### src/rtl/tick_timer_pkg.sv
package tick_timer_pkg;
  localparam int DATA_W    = 32;
  localparam int TIME_W    = 2 * DATA_W;
  localparam int NUM_ALARM = 4;
  localparam int ADDR_W    = 5;
  localparam int NUM_DBG   = 2;

  localparam int A_TIME_HI_W = 0;
  localparam int A_TIME_LO_W = 1;
  localparam int A_TIME_HI_R = 2;
  localparam int A_TIME_LO_R = 3;
  localparam int A_ALARM0    = 4;
  localparam int A_ARMED     = A_ALARM0 + NUM_ALARM;
  localparam int A_RAW_HI    = A_ARMED + 1;
  localparam int A_RAW_LO    = A_ARMED + 2;
  localparam int A_DBG_EN    = A_ARMED + 3;
  localparam int A_PAUSE     = A_ARMED + 4;
  localparam int A_INT_RAW   = A_ARMED + 5;
  localparam int A_INT_EN    = A_ARMED + 6;
  localparam int A_INT_FORCE = A_ARMED + 7;
  localparam int A_INT_STAT  = A_ARMED + 8;

  typedef struct packed {
    logic                 wrTimeHi;
    logic                 wrTimeLo;
    logic                 rdTimeLo;
    logic [NUM_ALARM-1:0] wrAlarm;
    logic                 wrArmed;
    logic                 wrDbgEn;
    logic                 wrPause;
    logic                 wrIntRaw;
    logic                 wrIntEn;
    logic                 wrIntForce;
  } regStrobe_t;

  typedef struct packed {
    logic [TIME_W-1:0]                 timeNow;
    logic [DATA_W-1:0]                 heldHi;
    logic [NUM_ALARM-1:0][DATA_W-1:0]  target;
    logic [NUM_ALARM-1:0]              armed;
    logic [NUM_DBG-1:0]                dbgEn;
    logic                              pause;
    logic [NUM_ALARM-1:0]              intRaw;
    logic [NUM_ALARM-1:0]              intEn;
    logic [NUM_ALARM-1:0]              intForce;
    logic [NUM_ALARM-1:0]              intStat;
  } regView_t;
endpackage

### src/rtl/tick_timer_ctrl.sv
module tick_timer_ctrl
  import tick_timer_pkg::*;
#(
  parameter int AddrW = ADDR_W,
  parameter int DataW = DATA_W
) (
  input  logic [AddrW-1:0] busAddr,
  input  logic             busWr,
  input  logic             busRd,
  input  regView_t         view,
  output regStrobe_t       strobe,
  output logic [DataW-1:0] busRdata
);
  localparam int HalfW = DataW;

  function automatic logic hit(input logic [AddrW-1:0] a, input int target);
    return a == AddrW'(target);
  endfunction

  always_comb begin
    strobe            = '0;
    strobe.wrTimeHi   = busWr && hit(busAddr, A_TIME_HI_W);
    strobe.wrTimeLo   = busWr && hit(busAddr, A_TIME_LO_W);
    strobe.rdTimeLo   = busRd && hit(busAddr, A_TIME_LO_R);
    strobe.wrArmed    = busWr && hit(busAddr, A_ARMED);
    strobe.wrDbgEn    = busWr && hit(busAddr, A_DBG_EN);
    strobe.wrPause    = busWr && hit(busAddr, A_PAUSE);
    strobe.wrIntRaw   = busWr && hit(busAddr, A_INT_RAW);
    strobe.wrIntEn    = busWr && hit(busAddr, A_INT_EN);
    strobe.wrIntForce = busWr && hit(busAddr, A_INT_FORCE);
    for (int k = 0; k < NUM_ALARM; k++) begin
      strobe.wrAlarm[k] = busWr && hit(busAddr, A_ALARM0 + k);
    end
  end

  always_comb begin
    busRdata = '0;
    if (hit(busAddr, A_TIME_HI_R))  busRdata = view.heldHi;
    if (hit(busAddr, A_TIME_LO_R))  busRdata = view.timeNow[HalfW-1:0];
    if (hit(busAddr, A_RAW_HI))     busRdata = view.timeNow[2*HalfW-1:HalfW];
    if (hit(busAddr, A_RAW_LO))     busRdata = view.timeNow[HalfW-1:0];
    if (hit(busAddr, A_ARMED))      busRdata = DataW'(view.armed);
    if (hit(busAddr, A_DBG_EN))     busRdata = DataW'({view.dbgEn, 1'b0});
    if (hit(busAddr, A_PAUSE))      busRdata = DataW'(view.pause);
    if (hit(busAddr, A_INT_RAW))    busRdata = DataW'(view.intRaw);
    if (hit(busAddr, A_INT_EN))     busRdata = DataW'(view.intEn);
    if (hit(busAddr, A_INT_FORCE))  busRdata = DataW'(view.intForce);
    if (hit(busAddr, A_INT_STAT))   busRdata = DataW'(view.intStat);
    for (int k = 0; k < NUM_ALARM; k++) begin
      if (hit(busAddr, A_ALARM0 + k)) busRdata = view.target[k];
    end
  end
endmodule

### src/rtl/tick_timer_dp.sv
module tick_timer_dp
  import tick_timer_pkg::*;
#(
  parameter int DataW  = DATA_W,
  parameter int Alarms = NUM_ALARM,
  parameter int DbgN   = NUM_DBG
) (
  input  logic             clk,
  input  logic             rstN,
  input  logic             tick,
  input  logic [DbgN-1:0]  dbgActive,
  input  logic [DataW-1:0] wdata,
  input  regStrobe_t       strobe,
  output regView_t         view,
  output logic             irq
);
  localparam int TimeW = 2 * DataW;

  logic [TimeW-1:0]              timeVal;
  logic [DataW-1:0]              stageHi;
  logic [DataW-1:0]              heldHi;
  logic [Alarms-1:0][DataW-1:0]  targetReg;
  logic [Alarms-1:0]             armedReg;
  logic [Alarms-1:0]             fire;
  logic [DbgN-1:0]               dbgEnReg;
  logic                          pauseReg;
  logic [Alarms-1:0]             rawReg;
  logic [Alarms-1:0]             enReg;
  logic [Alarms-1:0]             forceReg;
  logic [Alarms-1:0]             statVec;
  logic                          paused;

  assign paused  = pauseReg || |(dbgEnReg & dbgActive);
  assign statVec = (rawReg & enReg) | forceReg;
  assign irq     = |statVec;

  always_ff @(posedge clk or negedge rstN) begin
    if (!rstN) begin
      timeVal <= '0;
      stageHi <= '0;
      heldHi  <= '0;
    end else begin
      if (strobe.wrTimeHi) stageHi <= wdata;
      if (strobe.rdTimeLo) heldHi  <= timeVal[TimeW-1:DataW];
      if (strobe.wrTimeLo)         timeVal <= {stageHi, wdata};
      else if (tick && !paused)    timeVal <= timeVal + TimeW'(1);
    end
  end

  always_ff @(posedge clk or negedge rstN) begin
    if (!rstN) begin
      dbgEnReg <= '1;
      pauseReg <= 1'b0;
      rawReg   <= '0;
      enReg    <= '0;
      forceReg <= '0;
    end else begin
      if (strobe.wrDbgEn)    dbgEnReg <= wdata[DbgN:1];
      if (strobe.wrPause)    pauseReg <= wdata[0];
      if (strobe.wrIntEn)    enReg    <= wdata[Alarms-1:0];
      if (strobe.wrIntForce) forceReg <= wdata[Alarms-1:0];
      rawReg <= (rawReg & ~(strobe.wrIntRaw ? wdata[Alarms-1:0] : '0)) | fire;
    end
  end

  for (genvar g = 0; g < Alarms; g++) begin : gAlarm
    assign fire[g] = armedReg[g] && (targetReg[g] == timeVal[DataW-1:0]);

    always_ff @(posedge clk or negedge rstN) begin
      if (!rstN) begin
        targetReg[g] <= '0;
        armedReg[g]  <= 1'b0;
      end else if (strobe.wrAlarm[g]) begin
        targetReg[g] <= wdata;
        armedReg[g]  <= 1'b1;
      end else if (fire[g] || (strobe.wrArmed && wdata[g])) begin
        armedReg[g]  <= 1'b0;
      end
    end

    // a match latches the raw bit
    a_r6_fire_sets_raw: assert property (@(posedge clk) disable iff (!rstN)
      fire[g] |=> rawReg[g]);
    // a match disarms unless re-armed in the same cycle
    a_r6_self_disarm: assert property (@(posedge clk) disable iff (!rstN)
      (fire[g] && !strobe.wrAlarm[g]) |=> !armedReg[g]);
    // arming only comes from a target write
    a_r5_arm_by_write: assert property (@(posedge clk) disable iff (!rstN)
      $rose(armedReg[g]) |-> $past(strobe.wrAlarm[g]));
  end

  // one step per enabled tick
  a_r3_single_step: assert property (@(posedge clk) disable iff (!rstN)
    (tick && !paused && !strobe.wrTimeLo) |=> timeVal == $past(timeVal) + TimeW'(1));
  // no movement while held
  a_r8_hold_when_paused: assert property (@(posedge clk) disable iff (!rstN)
    (paused && !strobe.wrTimeLo) |=> $stable(timeVal));
  // a low write lands its data in the low word
  a_r2_low_commit: assert property (@(posedge clk) disable iff (!rstN)
    strobe.wrTimeLo |=> timeVal[DataW-1:0] == $past(wdata));
  // any forced bit raises irq
  a_r10_force_irq: assert property (@(posedge clk) disable iff (!rstN)
    (|forceReg) |-> irq);

  always_comb begin
    view          = '0;
    view.timeNow  = timeVal;
    view.heldHi   = heldHi;
    view.target   = targetReg;
    view.armed    = armedReg;
    view.dbgEn    = dbgEnReg;
    view.pause    = pauseReg;
    view.intRaw   = rawReg;
    view.intEn    = enReg;
    view.intForce = forceReg;
    view.intStat  = statVec;
  end
endmodule

### src/rtl/tick_timer64.sv
module tick_timer64
  import tick_timer_pkg::*;
(
  input  logic              clk,
  input  logic              rstN,
  input  logic              tick,
  input  logic [NUM_DBG-1:0] dbgActive,
  input  logic [ADDR_W-1:0] busAddr,
  input  logic              busWr,
  input  logic              busRd,
  input  logic [DATA_W-1:0] busWdata,
  output logic [DATA_W-1:0] busRdata,
  output logic              irq
);
  regStrobe_t strobe;
  regView_t   view;

  tick_timer_ctrl #(.AddrW(ADDR_W), .DataW(DATA_W)) u_ctrl (
    .busAddr (busAddr),
    .busWr   (busWr),
    .busRd   (busRd),
    .view    (view),
    .strobe  (strobe),
    .busRdata(busRdata)
  );

  tick_timer_dp #(.DataW(DATA_W), .Alarms(NUM_ALARM), .DbgN(NUM_DBG)) u_dp (
    .clk      (clk),
    .rstN     (rstN),
    .tick     (tick),
    .dbgActive(dbgActive),
    .wdata    (busWdata),
    .strobe   (strobe),
    .view     (view),
    .irq      (irq)
  );
endmodule

### config.mk
export PLATFORM = sky130hd
export DESIGN_NAME = tick_timer64
export DESIGN_NICKNAME = d
export VERILOG_FILES = /design/src/rtl/tick_timer_pkg.sv /design/src/rtl/tick_timer_ctrl.sv /design/src/rtl/tick_timer_dp.sv /design/src/rtl/tick_timer64.sv
export SDC_FILE = /design/constraint.sdc
export NUM_CORES = 1
export LEC_CHECK = 0
export BUFFER_PORTS_ARGS = -buffer_cell sky130_fd_sc_hd__buf_4
export CAP_MARGIN = 10
export CORE_MARGIN = 2
export CORE_UTILIZATION = 53
export DETAILED_ROUTE_END_ITERATION = 16
export GPL_TIMING_DRIVEN = 0
export PLACE_DENSITY = 0.77
export SYNTH_ARGS = -nofsm -noshare
export SYNTH_HDL_FRONTEND = slang
export SYNTH_SLANG_ARGS = --single-unit
### constraint.sdc
create_clock -name clk -period 7.8 [get_ports clk]
set_input_delay 0.39 -clock clk [delete_from_list [all_inputs] [get_ports clk]]
set_output_delay 0.39 -clock clk [all_outputs]
set_load 0.01 [all_outputs]
==> flow_metrics.tcl, run 1 <==
set metrics [dict create \
    status "finished clean" \
    yosysUniqueCellTypes 72 \
    endpoint_kind "output pin" \
    avgSynthCellArea_um2 10.3 \
    tightest_slew_ns 1.40 \
    synthMuxAreaShare_pct 15.9 \
    insertion_delay_ns 0.57 \
    cap_viol_max_count 0 \
    cts_tree "done" \
    vias 13400 \
    overflow 0 \
    min_from "busWdata[18]" \
    holdCritPathClass "input pin to flop" \
    p_leak_uw 0.00763 \
    final_area_um2 17400 \
    regArea_um2 6880 \
    start_util_pct 53.7 \
    fillerInstances 2471 \
    drt_wl_total_mm 56.0 \
    die_w_um 175 \
    core_um2 28700 \
    finalWeightedCongestion 1.03 \
    synth_xor_area_share_pct 8.86 \
    drt-initial-drc-count 2162 \
    synth_area_um2 15400 \
    crit_path_top_delay_cell "nor3b_1" \
    htree_levels 1 \
    diodes 0 \
    track_usage_pct 36.9 \
    grt_pass1_vias 13100 \
    final_util_pct 60.7 \
    firstDrtPassIters 8 \
    ant_nets 0 \
    synth_compound_area_share_pct 11.3 \
    finClkSkew_ns 0.0281 \
    critPathLaunchType "input pin" \
    postCtsSetupBuffers 0 \
    finalCritPeriodShare_pct 52.5 \
    ys_ff_latch 275 \
    crit_type "input pin to output pin" \
    dp_slack_ns 3.97 \
    synth-simple-area-share_pct 15.4 \
    timing.rr.start "u_dp.timeVal[3]" \
    cp_cell_sequence "clkbuf_1 > clkbuf_1 > nor3b_1 > nand2_1 > nand2_1 > a21oi_1 > a32oi_1 > buf_4" \
    path_clk_slew_ns 0.06 \
    syn_inst 1494 \
    rows 62 \
    clock.fmax_mhz 244 \
    worst_slack_ns 3.71 \
    ys.warnings.count 0 \
    multi_input_area_um2 7950 \
    grt_pass1_wl_mm 83.9 \
    grt_max_degree 124 \
    cts_resized 0 \
    synth_top_family_by_area "multiplexers" \
    die_y_um 175 \
    maxSlewHeadroom_pct 6.11 \
    p_per_area_nw_per_um2 259 \
    synth_edf_count 0 \
    die_area_um2 30500 \
    cp_slowest_stage_delay_ns 1.08 \
    hold_viol_final 0 \
    placed_area_um2 16500 \
    rsz0062_at_grt "no" \
    cts_buffer_depth 3 \
    required_ns 7.41 \
    place.port_buffers 72 \
    nets 1646 \
    setup_tns_ns 0 \
    clock-root-buffer "clkbuf_16" \
    cts_made_buffers 29 \
    io-pin-count 77 \
    finalSetupViolCount 0 \
    ys_seq_area_share_pct 44.7 \
    ys_async_sr_fraction_pct 100 \
    synth_fp_nets 1539 \
    finalMaxSlewViolations 0 \
    clock_sink_count 275 \
    critPathMaxFanout 10 \
    synthToLayoutAreaGrowth_pct 13.0 \
    synth_fa_ha_area_share_pct 0.0812 \
    worstPathArrival_ns 3.70 \
    via_per_inst 6.67 \
    drc 0 \
    setup.worst_path.start "busAddr[2]" \
    wire_per_inst_um 27.9 \
    drive_above_1_share_pct 22.0 \
    power.total_uw 4510 \
    ys.flop_type "dfrtp_1" \
    vdd_drop_max_mv 0.180 \
    place_hpwl_mm 41.3 \
    antenna_found_initial 1 \
    period_needed_ns 4.09 \
]
## metrics by stage
stage | hold slack [ns] | std cells
after floorplan | 0.0944 | 1494
after global routing | 0.122 | 2006
after global placement | 0.451 | 1950
after CTS | 0.0959 | 2005
after detailed placement | 0.276 | 1952
final | 0.109 | 2006
## report_power, final
| group | total, uW | internal (uW) | switching [uW] |
|---|---|---|---|
| Combinational | 1200 | 471 | 727 |
| Clock | 1350 | 765 | 582 |
| Sequential | 1970 | 1710 | 259 |
| Total | 4510 | 2940 | 1570 |
## logic make-up after synthesis
| logic type | count (synthesis) |
|---|---|
| buffers and inverters | 141 |
| flip-flops | 275 |
| XOR/XNOR | 156 |
| AO/OA/AOI/OAI | 249 |
| adder cells (fa/ha/maj) | 1 |
| multiplexers | 218 |
| AND/OR/NAND/NOR | 454 |
## worst max-delay path, delay by kind of cell
family                 cells  cell delay (ns)
AO/OA/AOI/OAI              2             0.48
buffers and inverters      3             0.82
AND/OR/NAND/NOR            3             1.99
## path summary, 6_finish.rpt
kind / cells past startpoint / end / slack (ns)
setup / recovery: 8 / busRdata[19] / 3.71
hold / removal: 3 / u_dp.timeVal[18] / 0.11
setup reg to reg: 7 / u_dp.timeVal[38] / 4.03
hold reg to reg: 2 / u_dp.timeVal[42] / 0.48
max in group asynchronous: 3 / u_dp.view[67] / 6.60
min in group asynchronous: 2 / u_dp.heldHi[13] / 0.29
## cell usage in the layout, fill, tap and decap left out, types with 29 or more instances in the layout
| cell | instances |
|---|---|
| nor4_1 | 50 |
| nand2_1 | 133 |
| a22oi_1 | 50 |
| o21ai_0 | 58 |
| nand3_1 | 47 |
| clkbuf_16 | 29 |
| mux2_2 | 198 |
| dfrtp_1 | 273 |
| nor2_1 | 64 |
| xor2_1 | 141 |
| nand4_1 | 35 |
| buf_4 | 72 |
| clkbuf_1 | 97 |
## timing repair
item                                    in CTS  in global routing
endpoints found under the setup margin       0                  0
endpoints found under the hold margin       29                  0
hold buffers                                 1                  0
## cell usage after synthesis (9+ instances only)
cell type  instances  share of area (%)
dfrtp_1          273                 44
mux2_2           198                 14
xor2_1           141                8.0
nand2_1          133                3.2
clkbuf_1          85                2.1
nor2_1            64                1.6
o21ai_0           58                1.9
a22oi_1           50                2.4
nor4_1            50                2.0
nand3_1           47                1.5
nand4_1           35                1.4
a21oi_1           26               0.84
a31oi_1           26                1.1
nor3_1            25               0.81
a221o_1           21                1.4
and3_1            19               0.77
buf_1             19               0.46
buf_2             17               0.55
mux2i_1           17                1.1
xnor2_1           15               0.85
inv_1             14               0.34
or4_1             13               0.63
and4_1            11               0.62
and2_1            10               0.41
o31ai_1           10               0.49
a22o_1             9               0.51
or3_1              9               0.37
## cell type report
cell class	instances	share of cell area (%)
inverters	14	0.302
repair buffers	76	3.55
flip-flops and latches	275	39.5
multi-input cells	1078	45.6
clock buffers	46	4.82
well taps	384	2.76
clock inverters	6	0.338
plain buffers	127	3.06
## layer usage
layer	routed length [um]	global-route usage, %	vias up
met4	3910	21.3	0
met2	24400	55.3	968
li1	-	-	5660
met3	5870	5.99	202
met5	0	0	-
met1	21800	50.8	6558
## flip-flops by register name (all words and copies together), names as in the netlist
| register | cells |
|---|---|
| u_dp.dbgEnReg | 2 |
| u_dp.view | 132 |
| u_dp.stageHi | 32 |
| u_dp.timeVal | 64 |
| u_dp.forceReg | 4 |
| u_dp.heldHi | 32 |
| u_dp.rawReg | 4 |
| u_dp.enReg | 4 |
| u_dp.pauseReg | 1 |
Note: power is estimated with default switching activity, not from simulation.
==> inputs of run 2 (changes only) <==
--- a/config.mk
+++ b/config.mk
@@ -11,7 +11,7 @@
 export CORE_UTILIZATION = 53
 export DETAILED_ROUTE_END_ITERATION = 16
 export GPL_TIMING_DRIVEN = 0
-export PLACE_DENSITY = 0.77
+export PLACE_DENSITY = 0.8
 export SYNTH_ARGS = -nofsm -noshare
 export SYNTH_HDL_FRONTEND = slang
 export SYNTH_SLANG_ARGS = --single-unit
==> constraint.sdc (replaced) <==
create_clock -name clk -period 3.7 [get_ports clk]
set_input_delay 0.185 -clock clk [delete_from_list [all_inputs] [get_ports clk]]
set_output_delay 0.185 -clock clk [all_outputs]
set_load 0.01 [all_outputs]
==> run 2 against run 1 <==
Compared with the run above:
- the run now ends with negative setup slack left
- count of clock-buffer cells in the layout is 1 higher
- sequential power is 110% higher
- clock skew is 0.018 ns higher
- non-clock buffer count is 31 higher
- first-iteration DRC count is 1.1% lower
- wire length is 0.86% higher
- critical path type is now flop to flop
- register-to-register slack worse by 4.0 ns
- global-route usage hardly changed
- power is 120% higher
==> flow_metrics.tcl, run 2 (synthesis gave the netlist of run 1 again) <==
set metrics [dict create \
    internal_power_uw 6370 \
    seqPwrFrac_pct 42.7 \
    cts_buffer_depth 3 \
    violations "negative setup slack" \
    diodes 0 \
    dp_slack_ns 0.189 \
    final_cell_mix "dfrtp_1, mux2_2, xor2_1" \
    period_needed_ns 3.72 \
    endpoint_kind "flop" \
    status "complete, but fails checks" \
    grt_max_degree 103 \
    drive_above_1_share_pct 22.0 \
    insertion_delay_ns 0.59 \
    grt_pass1_wl_mm 84.0 \
    via_per_inst 6.72 \
    firstDrtPassIters 7 \
    cts_tree "done" \
    clockPowerShare_pct 31.1 \
    tightest_slew_ns 1.36 \
    wire_per_inst_um 27.7 \
    hold_depth 3 \
    finalCritPeriodShare_pct 100 \
    drt_wl_total_mm 56.5 \
    nets 1678 \
    drc 0 \
    clock_sink_count 275 \
    layout_commonest_cell "dfrtp_1" \
    required_ns 4.14 \
    finClkSkew_ns 0.0459 \
    hold_path_end "u_dp.timeVal[3]" \
    p_sw_share_pct 34.4 \
    finalWeightedCongestion 1.00 \
    place_hpwl_mm 41.2 \
    vdd_drop_max_mv 0.403 \
    worst_slack_ns -0.0181 \
    vias 13700 \
    holdCritPathClass "input pin to flop" \
    crit_type "flop to flop" \
    cap_viol_max_count 0 \
    p_leak_uw 0.00781 \
    clock-root-buffer "clkbuf_16" \
    dp_cells 1952 \
    start_util_pct 53.7 \
    finalMaxSlewViolations 0 \
    grt_pass1_vias 13300 \
    io-pin-count 77 \
    largest_register_ffs 132 \
    timing.rr.start "u_dp.timeVal[3]" \
    synthToLayoutAreaGrowth_pct 15.6 \
    path_clk_slew_ns 0.06 \
    layout.cells.non_filler 2040 \
    r2r-end "u_dp.timeVal[38]" \
    overflow 0 \
    postCtsSetupBuffers 0 \
    cts_made_buffers 30 \
    die_y_um 175 \
    track_usage_pct 36.9 \
    holdWs_ns 0.188 \
    clock.fmax_mhz 269 \
    ant_nets 0 \
    worstPathArrival_ns 4.16 \
    drt-initial-drc-count 2138 \
    rr_worst_depth 7 \
    hold_viol_final 0 \
    r2r_setup_slack_ns -0.02 \
    p_sw_uw 3340 \
    place.port_buffers 72 \
    rsz0062_at_grt "no" \
    rows 62 \
    die_area_um2 30500 \
    antenna_found_initial 0 \
    critPathLaunchType "flop" \
    p_comb_share_pct 26.1 \
    p_per_area_nw_per_um2 545 \
    min_from "busWdata[3]" \
    fillerInstances 2419 \
    finalSetupViolCount 2 \
    critPathMaxFanout 10 \
    htree_levels 1 \
    maxSlewHeadroom_pct 9.20 \
    die_w_um 175 \
    core_um2 28700 \
]
run 2: cell types whose count changed in the layout (fill, tap and decap cells not counted), sizes merged:
cell | previous run | this run
clkbuf | 132 | 134
buf | 116 | 115
clkinv | 4 | 7
dlygate4sd3 | 1 | 32
inv | 15 | 14
run 2: power groups by stage:
stage | clock network (uW) | logic, uW | registers (uW)
final | 3020 | 2540 | 4150
after global placement | 0 | 2370 | 4130
after detailed placement | 0 | 2410 | 4170
after CTS | 3030 | 2460 | 4120
after global routing | 3150 | 2680 | 4200
after floorplan | 0 | 1580 | 3980
run 2: stage by stage:
| step | power (uW) | instance area (um2) | utilization (%) | TNS (ns) |
|---|---|---|---|---|
| after floorplan | 5560 | 15400 | - | 0 |
| after global placement | 6500 | 16400 | 57.3 | 0 |
| after detailed placement | 6570 | 16500 | 57.5 | 0 |
| after CTS | 9610 | 17800 | 62.1 | 0 |
| after global routing | 10000 | 17800 | 62.1 | 0 |
| final | 9710 | 17800 | 62.1 | -0.0189 |
run 2: timing repair:
item,4_1_cts,5_1_grt
hold buffers,32,0
resized for setup,0,0
endpoints found under the hold margin,257,0
run 2: area by class of cell:
class / instances / area (um2) / area share (%)
buffer: 127 / 533 / 2.99
clock buffer: 47 / 915 / 5.13
clock inverter: 8 / 80.1 / 0.449
inverter: 14 / 52.6 / 0.295
multi-input combinational: 1078 / 7950 / 44.6
sequential: 275 / 6880 / 38.6
tap: 384 / 480 / 2.70
timing repair buffer: 107 / 928 / 5.21
run 2: worst max-delay path: stages (launching register included):
cell and delay (ns):
dfrtp_1 0.31, buf_2 0.28, nand4_1 0.53, or4_1 0.67, clkbuf_1 0.30, nor4_1 1.13, mux2i_1 0.30, nand2_1 0.07
run 2: worst max-delay path by stage:
stage                          start               end  slack [ns]  cells after the start
detailed placement  u_dp.timeVal[15]  u_dp.timeVal[40]        0.19                      8
finish               u_dp.timeVal[3]  u_dp.timeVal[38]       -0.02                      7
floorplan           u_dp.timeVal[14]  u_dp.timeVal[31]        1.25                      8
global route              busAddr[2]      busRdata[22]        0.06                      8
CTS                 u_dp.timeVal[15]  u_dp.timeVal[40]        0.13                      8
global placement                rstN    u_dp.view[137]        0.09                      1
run 2: routing by layer:
layer | global-route usage, % | wire length, um | vias to the layer above
met5 | 0 | 0 | -
met2 | 56.8 | 25100 | 999
li1 | - | - | 5741
met3 | 5.25 | 5610 | 198
met4 | 20.5 | 3890 | 0
met1 | 50.4 | 21900 | 6767
